`config.mk`:
```
export PLATFORM = sky130hd
export DESIGN_NAME = ddr_cmd_tracker
export DESIGN_NICKNAME = d
export VERILOG_FILES = /design/src/rtl/ddr_trk_pkg.sv /design/src/rtl/ddr_cmd_decode.sv /design/src/rtl/ddr_bank_fsm.sv /design/src/rtl/ddr_cmd_tracker.sv
export SDC_FILE = /design/constraint.sdc
export NUM_CORES = 1
export LEC_CHECK = 0
export BUFFER_PORTS_ARGS = -buffer_cell sky130_fd_sc_hd__buf_4
export CORE_MARGIN = 3
export CORE_UTILIZATION = 58
export CTS_BUF_LIST = sky130_fd_sc_hd__clkbuf_4
export CTS_CLUSTER_DIAMETER = 60
export DETAILED_ROUTE_END_ITERATION = 10
export HOLD_SLACK_MARGIN = 0.06
export PLACE_DENSITY = 0.8
export SLEW_MARGIN = 15
export SYNTH_ARGS = -nofsm -noshare
export SYNTH_HDL_FRONTEND = slang
export SYNTH_SLANG_ARGS = --single-unit
```
`constraint.sdc`:
```
create_clock -name clk -period 2.7 [get_ports clk]
set_clock_uncertainty 0.2 [all_clocks]
set_input_delay 0.135 -clock clk [delete_from_list [all_inputs] [get_ports clk]]
set_output_delay 0.135 -clock clk [all_outputs]
set_load 0.05 [all_outputs]
```
`src/rtl/ddr_trk_pkg.sv`:
```
package ddr_trk_pkg;
  typedef enum logic [3:0] {
    C_NOP  = 4'd0,
    C_BST  = 4'd1,
    C_RD   = 4'd2,
    C_RDA  = 4'd3,
    C_WR   = 4'd4,
    C_WRA  = 4'd5,
    C_ACT  = 4'd6,
    C_PRE  = 4'd7,
    C_PALL = 4'd8,
    C_REF  = 4'd9,
    C_MRS  = 4'd10
  } cmd_e;

  typedef enum logic [2:0] {
    B_IDLE    = 3'd0,
    B_OPENING = 3'd1,
    B_OPEN    = 3'd2,
    B_READ    = 3'd3,
    B_WRITE   = 3'd4,
    B_WREC    = 3'd5,
    B_CLOSING = 3'd6,
    B_REFRESH = 3'd7
  } bst_e;
endpackage

```
`src/rtl/ddr_cmd_decode.sv`:
```
module ddr_cmd_decode
  import ddr_trk_pkg::*;
(
  input  logic clk,
  input  logic rst_n,
  input  logic cke,
  input  logic cs_n,
  input  logic ras_n,
  input  logic cas_n,
  input  logic we_n,
  input  logic ap,
  output cmd_e cmd
);
  logic cke_q;

  always_ff @(posedge clk or negedge rst_n) begin
    if (!rst_n) cke_q <= 1'b0;
    else        cke_q <= cke;
  end

  always_comb begin
    cmd = C_NOP;
    if (cke && cke_q && !cs_n) begin
      unique case ({ras_n, cas_n, we_n})
        3'b111: cmd = C_NOP;
        3'b110: cmd = C_BST;
        3'b101: cmd = ap ? C_RDA : C_RD;
        3'b100: cmd = ap ? C_WRA : C_WR;
        3'b011: cmd = C_ACT;
        3'b010: cmd = ap ? C_PALL : C_PRE;
        3'b001: cmd = C_REF;
        default: cmd = C_MRS;
      endcase
    end
  end
endmodule

```
`src/rtl/ddr_bank_fsm.sv`:
```
module ddr_bank_fsm
  import ddr_trk_pkg::*;
#(
  parameter int CW      = 4,
  parameter int T_RCD   = 3,
  parameter int T_RP    = 3,
  parameter int T_RFC   = 8,
  parameter int T_BURST = 2,
  parameter int T_WR    = 2
) (
  input  logic clk,
  input  logic rst_n,
  input  cmd_e cmd,
  input  logic sel,
  input  logic apply,
  output bst_e state,
  output logic bad
);
  localparam logic [CW-1:0] LD_RCD = CW'(T_RCD - 1);
  localparam logic [CW-1:0] LD_RP  = CW'(T_RP - 1);
  localparam logic [CW-1:0] LD_RFC = CW'(T_RFC - 1);
  localparam logic [CW-1:0] LD_BL  = CW'(T_BURST - 1);
  localparam logic [CW-1:0] LD_WR  = CW'(T_WR - 1);

  logic [CW-1:0] cnt, cnt_n;
  logic          apf, apf_n;
  bst_e          st_n;
  logic          timed, expired, closable;

  assign timed    = (state != B_IDLE) && (state != B_OPEN);
  assign expired  = timed && (cnt == '0);
  assign closable = (state == B_OPEN) || (state == B_READ && !apf);

  // legality against this bank's own state
  always_comb begin
    bad = 1'b0;
    unique case (cmd)
      C_RD, C_RDA:
        bad = sel && !(state == B_OPEN || (state == B_READ && !apf));
      C_WR, C_WRA:
        bad = sel && !(state == B_OPEN ||
                       ((state == B_WRITE || state == B_WREC) && !apf));
      C_ACT:
        bad = sel && (state != B_IDLE);
      C_PRE:
        bad = sel && !(closable || state == B_IDLE || state == B_CLOSING);
      C_PALL:
        bad = !(closable || state == B_IDLE || state == B_CLOSING);
      C_REF, C_MRS:
        bad = (state != B_IDLE);
      default: bad = 1'b0;
    endcase
  end

  always_comb begin
    st_n  = state;
    cnt_n = (timed && cnt != '0) ? cnt - 1'b1 : cnt;
    apf_n = apf;
    if (expired) begin
      unique case (state)
        B_OPENING: st_n = B_OPEN;
        B_READ: begin
          st_n  = apf ? B_CLOSING : B_OPEN;
          cnt_n = LD_RP;
          apf_n = 1'b0;
        end
        B_WRITE: begin
          st_n  = B_WREC;
          cnt_n = LD_WR;
        end
        B_WREC: begin
          st_n  = apf ? B_CLOSING : B_OPEN;
          cnt_n = LD_RP;
          apf_n = 1'b0;
        end
        default: st_n = B_IDLE;
      endcase
    end
    if (apply) begin
      unique case (cmd)
        C_ACT: if (sel) begin
          st_n  = B_OPENING;
          cnt_n = LD_RCD;
        end
        C_RD, C_RDA: if (sel) begin
          st_n  = B_READ;
          cnt_n = LD_BL;
          apf_n = (cmd == C_RDA);
        end
        C_WR, C_WRA: if (sel) begin
          st_n  = B_WRITE;
          cnt_n = LD_BL;
          apf_n = (cmd == C_WRA);
        end
        C_BST: if (sel && state == B_READ && !apf) begin
          st_n = B_OPEN;
        end
        C_PRE, C_PALL: if ((sel || cmd == C_PALL) && closable) begin
          st_n  = B_CLOSING;
          cnt_n = LD_RP;
        end
        C_REF: begin
          st_n  = B_REFRESH;
          cnt_n = LD_RFC;
        end
        default: ;
      endcase
    end
  end

  always_ff @(posedge clk or negedge rst_n) begin
    if (!rst_n) begin
      state <= B_IDLE;
      cnt   <= '0;
      apf   <= 1'b0;
    end else begin
      state <= st_n;
      cnt   <= cnt_n;
      apf   <= apf_n;
    end
  end
endmodule

```
`src/rtl/ddr_cmd_tracker.sv`:
```
module ddr_cmd_tracker
  import ddr_trk_pkg::*;
#(
  parameter int NB      = 8,
  parameter int BAW     = 3,
  parameter int T_RCD   = 3,
  parameter int T_RP    = 3,
  parameter int T_RFC   = 8,
  parameter int T_BURST = 2,
  parameter int T_WR    = 2,
  parameter int T_RRD   = 2
) (
  input  logic            clk,
  input  logic            rst_n,
  input  logic            cke,
  input  logic            cs_n,
  input  logic            ras_n,
  input  logic            cas_n,
  input  logic            we_n,
  input  logic [BAW-1:0]  ba,
  input  logic            ap,
  output logic [3:0]      dec_cmd,
  output logic            illegal,
  output logic [NB*3-1:0] bank_state
);
  localparam int TMAX = (T_RFC > T_RCD ? T_RFC : T_RCD) + T_RP + T_BURST + T_WR;
  localparam int CW   = $clog2(TMAX + 1);
  localparam int RW   = $clog2(T_RRD + 1);

  cmd_e          cmd;
  logic [NB-1:0] bad;
  logic [RW-1:0] rrd_cnt;
  logic          act_bad, ill_now, apply;

  ddr_cmd_decode u_dec (
    .clk(clk), .rst_n(rst_n), .cke(cke), .cs_n(cs_n), .ras_n(ras_n),
    .cas_n(cas_n), .we_n(we_n), .ap(ap), .cmd(cmd)
  );

  for (genvar b = 0; b < NB; b++) begin : g_bank
    bst_e st;
    ddr_bank_fsm #(
      .CW(CW), .T_RCD(T_RCD), .T_RP(T_RP), .T_RFC(T_RFC),
      .T_BURST(T_BURST), .T_WR(T_WR)
    ) u_bank (
      .clk(clk), .rst_n(rst_n), .cmd(cmd),
      .sel(ba == BAW'(b)), .apply(apply), .state(st), .bad(bad[b])
    );
    assign bank_state[b*3 +: 3] = st;
  end

  assign act_bad = (cmd == C_ACT) && (rrd_cnt != '0);
  assign ill_now = (|bad) || act_bad;
  assign apply   = !ill_now;

  always_ff @(posedge clk or negedge rst_n) begin
    if (!rst_n) begin
      rrd_cnt <= '0;
      dec_cmd <= 4'd0;
      illegal <= 1'b0;
    end else begin
      if (apply && cmd == C_ACT) rrd_cnt <= RW'(T_RRD - 1);
      else if (rrd_cnt != '0)    rrd_cnt <= rrd_cnt - 1'b1;
      dec_cmd <= cmd;
      illegal <= ill_now;
    end
  end
endmodule

```
Word level (Yosys, flattened, before mapping)
Index checks and enable logic that the tools add are counted.
{"block": "op_classes", "reduce_logical": 232, "addsub": 9, "mux": 207, "eq_ne": 80}
{"cell": "2-to-1 mux 4 bit", "n": 50}
{"cell": "2-to-1 mux 3 bit", "n": 64}
{"cell": "case mux 3 bit (6 select lines)", "n": 8}
{"cell": "case mux 4 bit (4 select lines)", "n": 8}
{"cell": "logical AND 1 bit", "n": 100}
{"cell": "== test 3 bit (second input constant)", "n": 32}
{"cell": "case mux 3 bit (3 select lines)", "n": 8}
{"cell": "case mux 4 bit (2 select lines)", "n": 8}
{"cell": "== test 3 x 2 -> 1 bit (second input constant)", "n": 20}
{"cell": "logical OR 1 bit", "n": 49}
{"cell": "case mux 1 bit (6 select lines)", "n": 8}
{"cell": "2-to-1 mux 1 bit", "n": 42}
{"cell": "logical NOT 1 bit", "n": 34}
{"cell": "logical NOT 4 bit", "n": 8}
{"cell": "nonzero test 4 bit", "n": 8}
{"cell": "subtractor 4 x 1 -> 4 bit (second input constant)", "n": 8}
{"cell": "== test 3 x 1 -> 1 bit (second input constant)", "n": 10}
{"cell": "case mux 4 bit (7 select lines)", "n": 1}
{"cell": "logical NOT 3 bit", "n": 9}
{"cell": "!= test 3 x 2 -> 1 bit (second input constant)", "n": 8}
{"cell": "nonzero test 3 bit", "n": 8}
{"cell": "OR reduction 2 bit", "n": 12}
{"cell": "== test 4 x 3 -> 1 bit (second input constant)", "n": 4}
{"cell": "case mux 1 bit (2 select lines)", "n": 8}
{"cell": "other kinds (8)", "n": 13}
{"block": "totals", "register_bits": 72, "elab_cells": 556, "out_inout_bits": 29, "input_bits": 11}

Depth between registers and ports, before layout
{"block": "logic_depth", "depth_word": 13, "depth_mapped": 14, "mapped_depth_nobuf": 11}

Cells and area by module
From an unflattened synthesis, not the netlist that was laid out.
{"block": "hier_totals", "hier_cells": 1153, "hier_area_um2": 8770.9}
{"module": "ddr_bank_fsm at g_bank[0].u_bank ...", "area_each_um2": 992.2, "seq_area_each_um2": 200.2, "instances": 5, "cells_each": 136}
{"module": "ddr_bank_fsm at g_bank[5].u_bank ...", "area_each_um2": 1117.3, "seq_area_each_um2": 200.2, "instances": 3, "cells_each": 142}
{"module": "ddr_cmd_tracker", "area_each_um2": 331.6, "seq_area_each_um2": 175.2, "instances": 1, "cells_each": 31}
{"module": "ddr_cmd_decode", "area_each_um2": 126.4, "seq_area_each_um2": 25.0, "instances": 1, "cells_each": 16}

Least setup slack after synthesis
OpenSTA, ideal clock, no wires.
{"block": "synth_timing", "kind": "register -> register", "from": "reg g_bank[5].u_bank.state[2]", "to": "reg g_bank[0].u_bank.apf", "arrival_ns": 2.836, "period_less_slack_ns": 3.164, "slack_ns": -0.464, "setup_ns": 0.127, "stages_incl_launch_ff": 10, "n_path_buf": 2, "required_time_ns": 2.373, "path_cell_list": "dfrtp_1 > buf_6 > or3_1 > or4_1 > o31a_1 > a21oi_4 > o21a_1 > buf_6 > nand4_1 > mux2_1"}
{"block": "synth_between", "elab_chain_len": 11, "word_cells_on_any_way": 25, "cone_classes": "eq/ne: 5; mux: 2; reduce/logical: 18"}
{"element": "start, declared", "line_no": "ddr_bank_fsm.sv:16", "source": "output bst_e state,"}
{"element": "start signal, assigned", "line_no": "ddr_bank_fsm.sv:117", "source": "state <= st_n;"}
{"element": "== test 3 x 2 -> 1 bit", "line_no": "ddr_bank_fsm.sv:32, ddr_bank_fsm.sv:39"}
{"element": "logical AND 1 bit", "line_no": "ddr_bank_fsm.sv:32, ddr_bank_fsm.sv:39"}
{"element": "logical OR 1 bit", "line_no": "ddr_bank_fsm.sv:32, ddr_bank_fsm.sv:39"}
{"element": "logical OR 1 bit (2 in series)", "line_no": "ddr_bank_fsm.sv:46, ddr_bank_fsm.sv:48"}
{"element": "logical NOT 1 bit", "line_no": "ddr_bank_fsm.sv:46, ddr_bank_fsm.sv:48"}
{"element": "logical AND 1 bit", "line_no": "ddr_bank_fsm.sv:46", "source": "bad = sel && !(closable || state == B_IDLE || state == B_CLOSING);"}
{"element": "case mux 1 bit (6 select lines) *", "line_no": "ddr_bank_fsm.sv:37", "source": "unique case (cmd)"}
{"element": "OR reduction 8 bit *", "line_no": "ddr_cmd_tracker.sv:53", "source": "assign ill_now = (|bad) || act_bad;"}
{"element": "logical OR 1 bit *", "line_no": "ddr_cmd_tracker.sv:53"}
{"element": "2-to-1 mux 1 bit *", "line_no": "ddr_bank_fsm.sv:79", "source": "if (apply) begin"}
{"element": "via g_bank[0].u_bank.apf_n", "line_no": "ddr_bank_fsm.sv:26", "source": "logic apf, apf_n;"}
{"element": "end signal, assigned", "line_no": "ddr_bank_fsm.sv:119", "source": "apf <= apf_n;"}
{"element": "end, declared", "line_no": "ddr_bank_fsm.sv:26"}
The timed path passes the listed nets; every way through them passes the cells marked *.
A chain may end at the register's enable or synchronous reset.

Worst setup path in the final report
{"block": "layout_timing", "from": "reg g_bank[4].u_bank.state[2]", "to": "reg g_bank[0].u_bank.apf"}
{"block": "layout_between", "elab_chain_len": 11, "word_cells_on_any_way": 25, "cone_classes": "eq/ne: 5; mux: 2; reduce/logical: 18"}
{"element": "start, declared", "line_no": "ddr_bank_fsm.sv:16"}
{"element": "start signal, assigned", "line_no": "ddr_bank_fsm.sv:117"}
{"element": "== test 3 x 2 -> 1 bit", "line_no": "ddr_bank_fsm.sv:32, ddr_bank_fsm.sv:39"}
{"element": "logical AND 1 bit", "line_no": "ddr_bank_fsm.sv:32, ddr_bank_fsm.sv:39"}
{"element": "logical OR 1 bit", "line_no": "ddr_bank_fsm.sv:32, ddr_bank_fsm.sv:39"}
{"element": "logical OR 1 bit (2 in series)", "line_no": "ddr_bank_fsm.sv:46, ddr_bank_fsm.sv:48"}
{"element": "logical NOT 1 bit", "line_no": "ddr_bank_fsm.sv:46, ddr_bank_fsm.sv:48"}
{"element": "logical AND 1 bit", "line_no": "ddr_bank_fsm.sv:46"}
{"element": "case mux 1 bit (6 select lines) *", "line_no": "ddr_bank_fsm.sv:37"}
{"element": "OR reduction 8 bit *", "line_no": "ddr_cmd_tracker.sv:53"}
{"element": "logical OR 1 bit *", "line_no": "ddr_cmd_tracker.sv:53"}
{"element": "2-to-1 mux 1 bit *", "line_no": "ddr_bank_fsm.sv:79"}
{"element": "via g_bank[0].u_bank.apf_n", "line_no": "ddr_bank_fsm.sv:26"}
Marks and branches as above.

==> metrics.txt <==
Yosys reg bits=72; FF+latch area=around 1800 um^2; Post-Syn Area=6545 um^2; area occupied by multi-input gates=4644 um^2; Mapped Avg Cell Area=7.216 um^2; Worst Tran Pin Value=971.3 ps; Cells after DPL=1,175; Power, Total=7.618 mW; initial antenna violation count=1; internal power=3.847 mW; clock share of power=0.083; Compound-Gate Fraction of Synth Area=0.3347; RePlAce Congestion=1.055; Cells after Synth=907; Switching Share=0.4950; leakage dissipation=approximately 3.8 nW; Synth Area in Adders=0.01721; first-pass GRT wire length=~42,000 um; syn_nets=927; commonest register cell after synthesis=dfrtp_1; mux cell area share after synthesis=0.01281; EDFF count, synth=0; pre-CTS WS=-511.6 ps; failing checks=setup timing; FMAX=0.3212 GHz; Ys Warns=0; die extent in y=112.2 um; core area=10,940 um^2; vias per cell=6.885; largest net degree at the start of global routing=73; CTS tree=done; fin crit period=3113 ps; IO Count=40; Die Wd=112.2 um; GR Overflow Total=0; full die area=12,600 um^2; CP Data Required Time=approximately 2900 ps; total iterations of the first detailed-routing run=9; Worst-path clk slew=120 ps; final setup fails=67; crit end category=flip-flop; Finished Layout Cells=1,221; Worst Setup Path Type=reg -> reg; Logic pwr share=0.678; final net count=around 1,100; CP startpoint kind=flip-flop; fin worst setup slack=-413.3 ps; hpwl dp=about 19,000 um; final worst path period share=1.153; CTS Buf Count=9; Hold WC Path Type=in -> reg; clk_lat worst skew=460 ps; CTS max path bufs=2; maxcap violations=0; crit path max fanout=8; share of the yosys chip area belonging to registers=0.2753; IO Port Bufs=39; post-route DRC violation count=0; post-layout util=0.7938; Antenna Nets Post-Route=0; via count=between 8,000 and 9,000; Pins Over Slew Limit=0; synth cell count leaders=a21oi_1 (102), o21ai_0 (102), nor2_1 (90), nand2_1 (88), dfrtp_1 (72); RSZ-0062 raised after global routing=true; CTS Sinks=72; setup TNS=-21,110 ps; fillers=about 770; xor/xnor cell area share of the yosys netlist=0.01338; mean routed wirelength per cell=22.26 um; Initial Util=0.5985; Post-Synth Simple-Gate Area=0.2787; relative slew slack=0.3525; root buffer selected by CTS=clkbuf_4; run status=complete, but fails checks; vias in the first global route=7,881; main combinational cell family by area after synthesis=compound AO/OA/AOI/OAI gates; area fraction of the dominant cell type after synthesis=0.2753; WP data arrival=3270 ps; endpoints failing hold=0; row count=38; sequential power share=0.239; fraction of registers with async set or reset after synthesis=1.000; All-Layer GR Usage=0.4268; NetSw=3.771 mW; final wirelength=27,180 um; post-synthesis cell type count=70; largest cells by area after synthesis=dfrtp_1 (28%), a21oi_1 (7.8%), o21ai_0 (7.8%), nor2_1 (5.2%), nand2_1 (5.0%); P per Cell Area=877.6 nW/um^2; layout cell share with drive strength beyond 1=0.2954; P&R area growth vs syn=32.63%; post-synth top area cell=dfrtp_1; drt first-iter violations=1,342; CTS H-tree depth=3; Max VDD drop=about 810 uV
-- path summary, 6_finish.rpt --
kind	depth (start not counted)	end	slack (ps)	startpoint
worst max-delay path	9	g_bank[0].u_bank.apf	-410	g_bank[4].u_bank.state[2]
worst min-delay path	5	dec_cmd[1]	110	ap
worst max register to register	9	g_bank[0].u_bank.apf	-410	g_bank[4].u_bank.state[2]
worst min register to register	2	rrd_cnt[0]	350	rrd_cnt[0]
max in group asynchronous	2	g_bank[0].u_bank.state[1]	1450	rst_n
min in group asynchronous	2	g_bank[7].u_bank.cnt[2]	160	rst_n
-- kinds of logic after synthesis --
| group | Yosys count |
|---|---|
| AO/OA/AOI/OAI | 354 |
| XOR/XNOR | 10 |
| adder cells (fa/ha/maj) | 9 |
| buffers and inverters | 99 |
| flip-flops | 72 |
| multiplexers | 8 |
| AND/OR/NAND/NOR | 355 |
-- power groups by stage --
stage	Combinational, mW	Clock [mW]	Sequential [mW]
finish	5.16	0.629	1.82
global route	5.57	0.664	1.88
CTS	4.95	0.629	1.81
detailed placement	4.70	0	1.83
global placement	4.51	0	1.80
floorplan	2.61	0	2.21
-- state kept, by name, summed over array words and instances, names as in the netlist --
name / flops
rrd_cnt: 2
g_bank.u_bank.state: 24
dec_cmd: 4
g_bank.u_bank.apf: 8
illegal: 1
u_dec.cke_q: 1
g_bank.u_bank.cnt: 32
-- placed cells by master (no fill, tap or decap), drive strengths merged, types with 5 or more instances in the layout --
| cell type | synthesis | layout |
|---|---|---|
| a211oi | 5 | 5 |
| a21boi | 8 | 8 |
| a21o | 7 | 7 |
| a21oi | 103 | 103 |
| a221oi | 6 | 6 |
| a22oi | 5 | 5 |
| a31o | 7 | 7 |
| a31oi | 29 | 29 |
| a32oi | 5 | 5 |
| a41oi | 8 | 8 |
| and2 | 17 | 17 |
| and3 | 10 | 10 |
| buf | 20 | 206 |
| clkbuf | 45 | 12 |
| dfrtp | 72 | 72 |
| dlygate4sd3 | 0 | 15 |
| ha | 9 | 9 |
| inv | 34 | 34 |
| mux2i | 5 | 5 |
| nand2 | 88 | 88 |
| nand2b | 14 | 14 |
| nand3 | 20 | 21 |
| nand4 | 6 | 6 |
| nor2 | 90 | 90 |
| nor2b | 23 | 23 |
| nor3 | 22 | 22 |
| nor3b | 23 | 23 |
| nor4 | 6 | 6 |
| o211ai | 8 | 8 |
| o21a | 5 | 5 |
| o21ai | 106 | 106 |
| o22ai | 19 | 19 |
| or2 | 5 | 5 |
| or3 | 11 | 11 |
| xor2 | 8 | 8 |
-- area by class of cell --
cell class | instances | area share
diodes | 1 | 0.0002883
repair buffers | 221 | 0.2067
flip-flops and latches | 72 | 0.2103
clock inverters | 4 | 0.002450
clock buffers | 12 | 0.01038
inverters | 34 | 0.01470
multi-input cells | 737 | 0.5350
well taps | 140 | 0.02018
-- critical path: stages (launching register included) --
cell and delay (ps):
dfrtp_2 430, o311ai_1 570, o211ai_1 190, nor4_1 360, o21ai_1 190, a21oi_4 200, o21a_2 220, buf_12 150
nand4_1 160, mux2_4 340
-- metal layers --
layer	part of all wire	global-route usage	up-vias
li1	-	-	3679
met1	0.36	0.5307	3849
met2	0.44	0.6627	689
met3	0.13	0.1299	190
met4	0.064	0.2364	0
met5	0	0	-
-- per-stage QoR --
stage	area (um^2)	hold slack [ps]
finish	8681	114.6
CTS	8531	92.61
detailed placement	7953	61.99
floorplan	6693	-360.6
global route	8681	125.4
global placement	7953	59.18
-- repair_timing --
action | 4_1_cts | 5_1_grt
hold buffers | 15 | 0
pin swaps | 16 | 13
hold endpoints to repair | 84 | 0
setup endpoints to repair | 67 | 67
setup buffers | 11 | 2
resized for setup | 46 | 28
gates cloned | 2 | 0
(Power assumes the default switching activity.)
